<file path="config.mk">
export PLATFORM = sky130hd
export DESIGN_NAME = pt_walker
export DESIGN_NICKNAME = d
export VERILOG_FILES = /design/src/rtl/pt_walker_pkg.sv /design/src/rtl/ptw_addr_gen.sv /design/src/rtl/ptw_entry_upd.sv /design/src/rtl/ptw_fsm.sv /design/src/rtl/pt_walker.sv
export SDC_FILE = /design/constraint.sdc
export NUM_CORES = 1
export LEC_CHECK = 0
export BUFFER_PORTS_ARGS = -buffer_cell sky130_fd_sc_hd__buf_4
export CAP_MARGIN = 5
export CORE_ASPECT_RATIO = 0.6
export CORE_UTILIZATION = 45
export CTS_CLUSTER_SIZE = 24
export DETAILED_ROUTE_END_ITERATION = 6
export MAX_ROUTING_LAYER = met4
export PLACE_DENSITY = 0.9
export SYNTH_ARGS = -nofsm -noshare
export SYNTH_HDL_FRONTEND = slang
export SYNTH_SLANG_ARGS = --single-unit
</file>
<file path="constraint.sdc">
create_clock -name clk -period 2 [get_ports clk]
set_clock_uncertainty 0.2 [all_clocks]
set_input_delay 0.5 -clock clk [delete_from_list [all_inputs] [get_ports clk]]
set_output_delay 0.5 -clock clk [all_outputs]
set_load 0.02 [all_outputs]
</file>
<file path="src/rtl/pt_walker_pkg.sv">
package pt_walker_pkg;

    typedef enum logic [2:0] {
        ST_IDLE,
        ST_DIR_RD,
        ST_TBL_RD,
        ST_LEAF_WB,
        ST_DONE,
        ST_FAULT
    } walk_state_e;

    localparam int unsigned ENT_PRESENT = 0;
    localparam int unsigned ENT_WRITE   = 1;
    localparam int unsigned ENT_USER    = 2;
    localparam int unsigned ENT_ACC     = 5;
    localparam int unsigned ENT_DIRTY   = 6;

endpackage

</file>
<file path="src/rtl/ptw_addr_gen.sv">
module ptw_addr_gen #(
    parameter int ADDR_W = 32,
    parameter int OFFS_W = 12,
    parameter int IDX_W  = 10
) (
    input  logic                       leaf_level,
    input  logic [ADDR_W-OFFS_W-1:0]   root_pn,
    input  logic [ADDR_W-OFFS_W-1:0]   dir_pn,
    input  logic [ADDR_W-OFFS_W-1:0]   vpn,
    output logic [ADDR_W-1:0]          ent_addr
);
    localparam int PN_W  = ADDR_W - OFFS_W;
    localparam int ENT_LG = OFFS_W - IDX_W;

    logic [IDX_W-1:0] dir_idx;
    logic [IDX_W-1:0] tbl_idx;

    assign dir_idx = vpn[PN_W-1 -: IDX_W];
    assign tbl_idx = vpn[IDX_W-1:0];

    always_comb begin
        if (leaf_level)
            ent_addr = {dir_pn, tbl_idx, {ENT_LG{1'b0}}};
        else
            ent_addr = {root_pn, dir_idx, {ENT_LG{1'b0}}};
    end

endmodule

</file>
<file path="src/rtl/ptw_entry_upd.sv">
module ptw_entry_upd
    import pt_walker_pkg::*;
#(
    parameter int ADDR_W = 32,
    parameter int OFFS_W = 12
) (
    input  logic [ADDR_W-1:0]        ent,
    input  logic                     is_write,
    output logic                     present,
    output logic [ADDR_W-OFFS_W-1:0] pn,
    output logic [ADDR_W-1:0]        upd,
    output logic                     wb_needed
);
    assign present = ent[ENT_PRESENT];
    assign pn      = ent[ADDR_W-1:OFFS_W];

    always_comb begin
        upd = ent;
        upd[ENT_ACC] = 1'b1;
        if (is_write)
            upd[ENT_DIRTY] = 1'b1;
        wb_needed = (upd != ent);
    end

endmodule

</file>
<file path="src/rtl/ptw_fsm.sv">
module ptw_fsm
    import pt_walker_pkg::*;
(
    input  logic        clk,
    input  logic        rst_n,
    input  logic        req_valid,
    input  logic        mem_ack,
    input  logic        ent_present,
    input  logic        wb_needed,
    output walk_state_e state
);
    walk_state_e state_nx;

    always_ff @(posedge clk or negedge rst_n) begin
        if (!rst_n)
            state <= ST_IDLE;
        else
            state <= state_nx;
    end

    always_comb begin
        state_nx = state;
        unique case (state)
            ST_IDLE:    if (req_valid) state_nx = ST_DIR_RD;
            ST_DIR_RD:  if (mem_ack)   state_nx = ent_present ? ST_TBL_RD : ST_FAULT;
            ST_TBL_RD:  if (mem_ack) begin
                            if (!ent_present)   state_nx = ST_FAULT;
                            else if (wb_needed) state_nx = ST_LEAF_WB;
                            else                state_nx = ST_DONE;
                        end
            ST_LEAF_WB: if (mem_ack)   state_nx = ST_DONE;
            ST_DONE:    state_nx = ST_IDLE;
            ST_FAULT:   state_nx = ST_IDLE;
            default:    state_nx = ST_IDLE;
        endcase
    end

endmodule

</file>
<file path="src/rtl/pt_walker.sv">
module pt_walker
    import pt_walker_pkg::*;
#(
    parameter int ADDR_W = 32,
    parameter int OFFS_W = 12,
    parameter int IDX_W  = 10
) (
    input  logic                       clk,
    input  logic                       rst_n,
    input  logic [ADDR_W-OFFS_W-1:0]   root_ppn,
    input  logic                       req_valid,
    input  logic [ADDR_W-1:0]          req_vaddr,
    input  logic                       req_write,
    output logic                       busy,
    output logic                       mem_req,
    output logic                       mem_we,
    output logic [ADDR_W-1:0]          mem_addr,
    output logic [ADDR_W-1:0]          mem_wdata,
    input  logic                       mem_ack,
    input  logic [ADDR_W-1:0]          mem_rdata,
    output logic                       done_valid,
    output logic                       fault_valid,
    output logic                       fault_level,
    output logic [ADDR_W-OFFS_W-1:0]   res_vpn,
    output logic [ADDR_W-OFFS_W-1:0]   res_ppn,
    output logic                       res_writable,
    output logic                       res_user,
    output logic                       res_dirty
);
    localparam int PN_W = ADDR_W - OFFS_W;

    walk_state_e        state;
    logic [PN_W-1:0]    vpn_q;
    logic               write_q;
    logic [PN_W-1:0]    dir_pn_q;
    logic [ADDR_W-1:0]  leaf_q;
    logic               lvl_q;

    logic               rd_present;
    logic [PN_W-1:0]    rd_pn;
    logic [ADDR_W-1:0]  rd_upd;
    logic               rd_wb_needed;
    logic [ADDR_W-1:0]  ent_addr;

    ptw_fsm u_fsm (
        .clk         (clk),
        .rst_n       (rst_n),
        .req_valid   (req_valid),
        .mem_ack     (mem_ack),
        .ent_present (rd_present),
        .wb_needed   (rd_wb_needed),
        .state       (state)
    );

    ptw_entry_upd #(.ADDR_W(ADDR_W), .OFFS_W(OFFS_W)) u_upd (
        .ent       (mem_rdata),
        .is_write  (write_q),
        .present   (rd_present),
        .pn        (rd_pn),
        .upd       (rd_upd),
        .wb_needed (rd_wb_needed)
    );

    ptw_addr_gen #(.ADDR_W(ADDR_W), .OFFS_W(OFFS_W), .IDX_W(IDX_W)) u_addr (
        .leaf_level (state != ST_DIR_RD),
        .root_pn    (root_ppn),
        .dir_pn     (dir_pn_q),
        .vpn        (vpn_q),
        .ent_addr   (ent_addr)
    );

    // Walk context registers
    always_ff @(posedge clk or negedge rst_n) begin
        if (!rst_n) begin
            vpn_q    <= '0;
            write_q  <= 1'b0;
            dir_pn_q <= '0;
            leaf_q   <= '0;
            lvl_q    <= 1'b0;
        end else begin
            if (state == ST_IDLE && req_valid) begin
                vpn_q   <= req_vaddr[ADDR_W-1:OFFS_W];
                write_q <= req_write;
            end
            if (state == ST_DIR_RD && mem_ack) begin
                dir_pn_q <= rd_pn;
                lvl_q    <= 1'b0;
            end
            if (state == ST_TBL_RD && mem_ack) begin
                leaf_q <= rd_upd;
                lvl_q  <= 1'b1;
            end
        end
    end

    // Outputs decoded from the state
    always_comb begin
        busy        = 1'b1;
        mem_req     = 1'b0;
        mem_we      = 1'b0;
        done_valid  = 1'b0;
        fault_valid = 1'b0;
        unique case (state)
            ST_IDLE:    busy = 1'b0;
            ST_DIR_RD:  mem_req = 1'b1;
            ST_TBL_RD:  mem_req = 1'b1;
            ST_LEAF_WB: begin
                mem_req = 1'b1;
                mem_we  = 1'b1;
            end
            ST_DONE:    done_valid  = 1'b1;
            ST_FAULT:   fault_valid = 1'b1;
            default:    busy = 1'b1;
        endcase
    end

    assign mem_addr     = ent_addr;
    assign mem_wdata    = leaf_q;
    assign fault_level  = lvl_q;
    assign res_vpn      = vpn_q;
    assign res_ppn      = leaf_q[ADDR_W-1:OFFS_W];
    assign res_writable = leaf_q[ENT_WRITE];
    assign res_user     = leaf_q[ENT_USER];
    assign res_dirty    = leaf_q[ENT_DIRTY];

endmodule

</file>
==> flow_summary.json, run 1 <==
{
  "cp.required_ns": 1.30,
  "design.die.area_mm2": 0.00859,
  "drt_wl_total_mm": 9.98,
  "synth_mux_area_frac": 0.328,
  "synth_edf_count": 0,
  "worst_pin_slew_ns": 0.510,
  "critical_path.startpoint_type": "register",
  "floorplan.die.width_um": 119,
  "drt_iter0_markers": 127,
  "layout.filler_cells": 527,
  "library_cell_with_the_highest_instance_count_after_synthesis": "sky130_fd_sc_hd__mux2_2",
  "layout_cells_sized_above_1": 0.755,
  "violations": "setup timing",
  "synth.yosys.seq_area_share": 0.521,
  "route.vias.total": 2732,
  "yosys.area_share.xor_xnor": 0,
  "max-clock-path-buffers": 2,
  "post_synth_and_or_nand_nor_area_fraction": 0.0450,
  "finalHoldViolations": 0,
  "fin_worst_hold_slack_ns": 0.202,
  "vdd_drop_max_mv": 1.09,
  "drv_slew": 0,
  "final_nets": 520,
  "ys_dominant_reg_cell": "sky130_fd_sc_hd__dfrtp_1",
  "max_slew_margin": 0.651,
  "synth-async-reset-ratio": 1.00,
  "synthesis_to_layout_area_growth_pct": 55.8,
  "die_h_um": 72.2,
  "fmax_mhz": 409,
  "biggest_area_consumer_among_synthesized_cells": "sky130_fd_sc_hd__dfrtp_1",
  "main_combinational_cell_family_by_area_after_synthesis": "multiplexers",
  "cts_tree": "done",
  "grt_start_max_net_pins": 78,
  "timing.final.ws_setup_ns": -0.447,
  "run_status": "finished with violations",
  "post_synth_main_area_contributors": "sky130_fd_sc_hd__dfrtp_1 (52%), sky130_fd_sc_hd__mux2_2 (24%), sky130_fd_sc_hd__mux2_4 (8.1%)",
  "antenna-diode-count": 0,
  "cts_max_level": 3,
  "setup_repair_after_global_routing_missed_its_margin": "yes",
  "ys_seq_elements": 77,
  "synth.cells.most_frequent": "sky130_fd_sc_hd__mux2_2 (79), sky130_fd_sc_hd__dfrtp_1 (77), sky130_fd_sc_hd__buf_4 (32), sky130_fd_sc_hd__mux2_4 (20), sky130_fd_sc_hd__nor2_1 (6)",
  "critical_register_to_register_path_startpoint": "u_fsm.state[1]",
  "grt_pass1_wl_mm": 14.4,
  "gp_congestion": 0.849,
  "port_buffer_count": 187,
  "tritoncts.num_buffers": 9,
  "cts.reportedPaths.clkPinSlew_ns": 0.06,
  "floorplan.io_pins": 202,
  "max_capacitance_violation_count": 0,
  "synthAdderAreaFrac": 0,
  "first_global_vias": 2731,
  "path_class": "reg2out",
  "coreArea_mm2": 0.00791,
  "holdCritStartpoint": "req_vaddr[28]",
  "netlist.area_leader.share": 0.521,
  "post_synthesis_compound_gate_area_fraction": 0.0166,
  "synthDistinctLibCells": 32,
  "critPathLaunch": "u_fsm.state[1]",
  "track_usage": 0.231,
  "row_count": 25,
  "grt_overflow_total": 0,
  "route.detailed.vias_per_inst": 5.02,
  "critPathCaptureType": "output port",
  "tritoncts_num_sinks": 77,
  "antenna_violating_nets_post_route": 0,
  "post-dp-hpwl_mm": 6.60,
  "final_min_period_over_clock_period": 1.22,
  "worst_ep_arrival_time_ns": 1.75,
  "clock_tree.root_cell": "sky130_fd_sc_hd__clkbuf_16",
  "post_synth_inst_count": 252,
  "synth_area_mm2": 0.00370,
  "wl_per_cell_um": 18.4,
  "power.density_mw_per_mm2": 2100,
  "min_period_ns": 2.45,
  "clkLatencyLatePin_ns": 0.33,
  "syn_area_per_cell_um2": 14.7,
  "min-delay-path-class": "in2reg",
  "power_leakage_uw": 0.00286,
  "path_max_fanout": 7,
  "floorplan.initialDensity": 0.467,
  "drt_pass1_iterations": 6,
  "drc": 0,
  "yosysWarningCount": 0,
  "totalNegativeSetupSlack_ns": -12.60,
  "antenna_violations_before_repair": 0,
  "timing.final.setup_violations": 31
}
[repair_timing]
action,CTS,global route
endpoints found under the setup margin,32,39
hold endpoints to repair,3,0
cloned,1,2
buffers inserted,3,1
pin swaps,1,2
gates resized for setup,28,37
hold buffers,1,0
[worst max-delay path, stage by stage, from the launching register on]
cell	delay [ns]
sky130_fd_sc_hd__dfrtp_1	0.40
sky130_fd_sc_hd__nor3b_4	0.26
sky130_fd_sc_hd__buf_6	0.16
sky130_fd_sc_hd__clkbuf_16	0.16
sky130_fd_sc_hd__mux2_4	0.31
sky130_fd_sc_hd__buf_6	0.13
[cell usage in the layout, fill, tap and decap left out, types with 2 or more instances in the layout]
| cell | n |
|---|---|
| sky130_fd_sc_hd__clkinv_2 | 2 |
| sky130_fd_sc_hd__clkbuf_16 | 11 |
| sky130_fd_sc_hd__nor2b_1 | 2 |
| sky130_fd_sc_hd__and3b_1 | 2 |
| sky130_fd_sc_hd__buf_12 | 6 |
| sky130_fd_sc_hd__inv_1 | 4 |
| sky130_fd_sc_hd__dfrtp_1 | 77 |
| sky130_fd_sc_hd__nand2b_1 | 2 |
| sky130_fd_sc_hd__clkbuf_8 | 2 |
| sky130_fd_sc_hd__buf_4 | 165 |
| sky130_fd_sc_hd__mux2_4 | 50 |
| sky130_fd_sc_hd__bufinv_16 | 2 |
| sky130_fd_sc_hd__nor2_1 | 5 |
| sky130_fd_sc_hd__buf_6 | 32 |
| sky130_fd_sc_hd__and4bb_2 | 2 |
| sky130_fd_sc_hd__mux2_2 | 51 |
| sky130_fd_sc_hd__conb_1 | 2 |
[layout make-up]
| class | instances | area [um^2] | share of cell area |
|---|---|---|---|
| flip-flops and latches | 77 | 1930 | 0.335 |
| well taps | 108 | 135 | 0.0235 |
| clock inverters | 4 | 70.1 | 0.0122 |
| clock buffers | 12 | 256 | 0.0446 |
| repair buffers | 206 | 1780 | 0.309 |
| inverters | 4 | 15.0 | 0.00261 |
| multi-input cells | 133 | 1570 | 0.273 |
[metrics by stage]
| stage | util | total power [uW] | worst slack [ns] | cells | area, um^2 |
|---|---|---|---|---|---|
| 2_1_floorplan | - | 6920 | 0.00394 | 253 | 3700 |
| 5_1_grt | 0.727 | 12600 | -0.510 | 544 | 5760 |
| 4_1_cts | 0.706 | 11600 | -0.468 | 542 | 5590 |
| 3_3_place_gp | 0.644 | 9120 | -0.102 | 521 | 5100 |
| 6_report | 0.727 | 12100 | -0.447 | 544 | 5760 |
| 3_5_place_dp | 0.644 | 9300 | -0.115 | 521 | 5100 |
[flip-flops by register name, summed over array words and instances (netlist names)]
name,cells
mem_wdata,32
dir_pn_q,20
res_vpn,20
u_fsm.state,3
fault_level,1
write_q,1
[report_power, final]
group / switching [uW] / internal (uW) / total (uW)
Combinational: 3360 / 4000 / 7360
Clock: 603 / 1160 / 1760
Sequential: 620 / 2350 / 2970
Total: 4590 / 7500 / 12100
[metal layers]
| metal | GRT usage | up-vias | share of wire |
|---|---|---|---|
| met5 | - | - | 0 |
| met2 | 0.376 | 130 | 0.51 |
| met4 | 0.0675 | 0 | 0.012 |
| met3 | 0.0605 | 15 | 0.056 |
| met1 | 0.287 | 1374 | 0.42 |
| li1 | - | 1213 | - |
[logic make-up (layout without fill, tap and decap cells)]
family	Yosys count	after routing
compound gates	8	8
flops	77	77
mux	101	101
buf+inv	43	226
simple gates	22	22
other cells	1	2
[final timing paths]
kind	slack, ns	end	cells after the start
setup / recovery	-0.45	mem_addr[8]	5
hold / removal	0.20	res_vpn[16]	2
setup reg to reg	0.01	res_vpn[17]	5
hold reg to reg	0.28	mem_wdata[5]	1
max in group asynchronous	0.72	res_vpn[9]	3
min in group asynchronous	0.54	dir_pn_q[11]	3
No activity file was read; power rests on OpenSTA's default activity.
==> run 2, diff against run 1 <==
==> constraint.sdc (replaced) <==
create_clock -name clk -period 2 [get_ports clk]
set_clock_uncertainty 0.2 [all_clocks]
set_input_delay 0.1 -clock clk [delete_from_list [all_inputs] [get_ports clk]]
set_output_delay 0.1 -clock clk [all_outputs]
set_load 0.05 [all_outputs]
==> run 2 against run 1 <==
Effect of this change:
- the flow still finishes with violations (setup timing)
- non-clock buffer count increased by 57
- design area increased by 11%
- worst setup slack improved by 0.36 ns
- register-to-register slack improved by 0.03 ns
- sequential share of layout area decreased by 3.3 points
- via count increased by 10%
- core utilization increased by 8.0 points
- fmax increased by 17%
- cell count increased by 10%
- critical path depth unchanged
- critical path type unchanged
==> flow_summary.json, run 2 (synthesis results as in run 1) <==
{
  "timing.final.setup_violations": 30,
  "min-delay-path-class": "in2reg",
  "most_frequent_standard_cell_in_the_layout_excluding_fill_and_tap_cells": "sky130_fd_sc_hd__buf_4",
  "ff_latch_area_mm2": 0.00193,
  "drc": 0,
  "gr_met2_demand_resource": 0.472,
  "critical_path.startpoint_type": "register",
  "cts_tree": "done",
  "tritoncts_num_sinks": 77,
  "preCtsSetupSlack_ns": 0.133,
  "post-dp-hpwl_mm": 6.66,
  "critPathCaptureType": "output port",
  "final_nets": 577,
  "port_buffer_count": 187,
  "path_max_fanout": 7,
  "layout_cells_sized_above_1": 0.673,
  "holdCritStartpoint": "req_valid",
  "critical-path-slowest-cell": "sky130_fd_sc_hd__dfrtp_2",
  "clock_tree.root_cell": "sky130_fd_sc_hd__clkbuf_16",
  "cp.required_ns": 1.70,
  "tritoncts.num_buffers": 9,
  "drv_slew": 0,
  "antenna_violations_before_repair": 0,
  "floorplan.initialDensity": 0.467,
  "design.die.area_mm2": 0.00859,
  "grt_most_used_layer": "met2",
  "setup_repair_after_global_routing_missed_its_margin": "yes",
  "violations": "setup timing",
  "worst_ep_arrival_time_ns": 1.79,
  "grt_overflow_total": 0,
  "run_status": "finished with violations",
  "area_of_the_multi_input_gates_mm2": 0.00155,
  "worst_pin_slew_ns": 0.829,
  "drt_wl_total_mm": 12.1,
  "timing.final.ws_setup_ns": -0.0856,
  "path_cells": "nor3b_4, buf_6, clkbuf_16, mux2_4, buf_8",
  "floorplan.io_pins": 202,
  "route.detailed.vias_per_inst": 5.03,
  "drt_pass1_iterations": 4,
  "clkLatencyLatePin_ns": 0.33,
  "grt_start_max_net_pins": 60,
  "finalHoldViolations": 0,
  "grt.met1_usage": 0.326,
  "wl_per_cell_um": 20.2,
  "antenna_violating_nets_post_route": 0,
  "layout.filler_cells": 430,
  "track_usage": 0.279,
  "antenna-diode-count": 0,
  "floorplan.die.width_um": 119,
  "critPathMaxStageDelay_ns": 0.42,
  "cts_max_level": 3,
  "fmax_mhz": 479,
  "layout.cell_area.non_filler_mm2": 0.00639,
  "final_min_period_over_clock_period": 1.04,
  "finalCoreUtilization": 0.807,
  "min_period_ns": 2.09,
  "cts.reportedPaths.clkPinSlew_ns": 0.06,
  "critical_register_to_register_path_startpoint": "u_fsm.state[1]",
  "max-clock-path-buffers": 2,
  "max_slew_margin": 0.445,
  "path_class": "reg2out",
  "largest_register_ffs": 32,
  "row_count": 25,
  "area_after_dpl_mm2": 0.00509,
  "first_global_vias": 3151,
  "route.vias.total": 3018,
  "coreArea_mm2": 0.00791,
  "mostFrequentLayoutCells": "sky130_fd_sc_hd__buf_4 (166), sky130_fd_sc_hd__dfrtp_1 (75), sky130_fd_sc_hd__mux2_2 (56), sky130_fd_sc_hd__dlygate4sd3_1 (56), sky130_fd_sc_hd__mux2_4 (45)",
  "die_h_um": 72.2,
  "synthesis_to_layout_area_growth_pct": 72.9,
  "gp_congestion": 0.811,
  "drt_iter0_markers": 163,
  "max_capacitance_violation_count": 0,
  "gr_util_met3": 0.0778,
  "grt_pass1_wl_mm": 17.3,
  "critPathLaunch": "u_fsm.state[1]"
}
run 2: changes by cell type in the layout (fill, tap and decap cells not counted), moves of 5 or more:
cell	change
sky130_fd_sc_hd__buf_6	-9
sky130_fd_sc_hd__buf_8	+9
sky130_fd_sc_hd__dlygate4sd3_1	+55
sky130_fd_sc_hd__mux2_2	+5
sky130_fd_sc_hd__mux2_4	-5
run 2: final timing paths:
check / endpoint / slack [ns] / cells past startpoint
hold / removal: write_q / 0.11 / 4
max in group asynchronous: res_vpn[7] / 0.27 / 3
setup reg to reg: res_vpn[12] / 0.04 / 5
setup / recovery: mem_addr[26] / -0.09 / 5
min in group asynchronous: res_vpn[10] / 0.13 / 3
hold reg to reg: mem_wdata[5] / 0.29 / 1
run 2: final cells by class:
class / instances / area share
clock buffers: 11 / 0.0380
clock inverters: 4 / 0.0188
inverters: 4 / 0.00235
multi-input cells: 133 / 0.242
flip-flops and latches: 77 / 0.302
well taps: 108 / 0.0212
repair buffers: 263 / 0.375
run 2: stage by stage:
stage               instances  setup TNS (ns)  hold slack (ns)
floorplan                 253               0           -0.396
CTS                       596           -2.93           0.0988
detailed placement        520               0           -0.213
global route              600           -3.74            0.113
global placement          520               0           -0.213
finish                    600           -1.83            0.114
run 2: what timing repair did:
item,4_1_cts,5_1_grt
setup endpoints to repair,30,30
cloned,1,2
pin swaps,1,1
hold endpoints to repair,152,0
hold buffers,56,0
resized for setup,34,35
buffers inserted,4,2
run 2: routing by layer:
layer	up-vias	part of all wire	routed length (um)
met2	157	0.50	6100
met3	41	0.068	820
met5	-	0	0
met1	1489	0.39	4750
met4	0	0.035	421
li1	1331	-	-
run 2: critical path: cells and delay by family (launching register included):
family	cells	cell delay [ns]
buf+inv	3	0.47
flops	1	0.42
mux	1	0.32
simple gates	1	0.23
Power of run 2 is left out: the tool's default activity adds up to more than one toggle a clock period on the data nets, which glitch-free logic cannot reach.
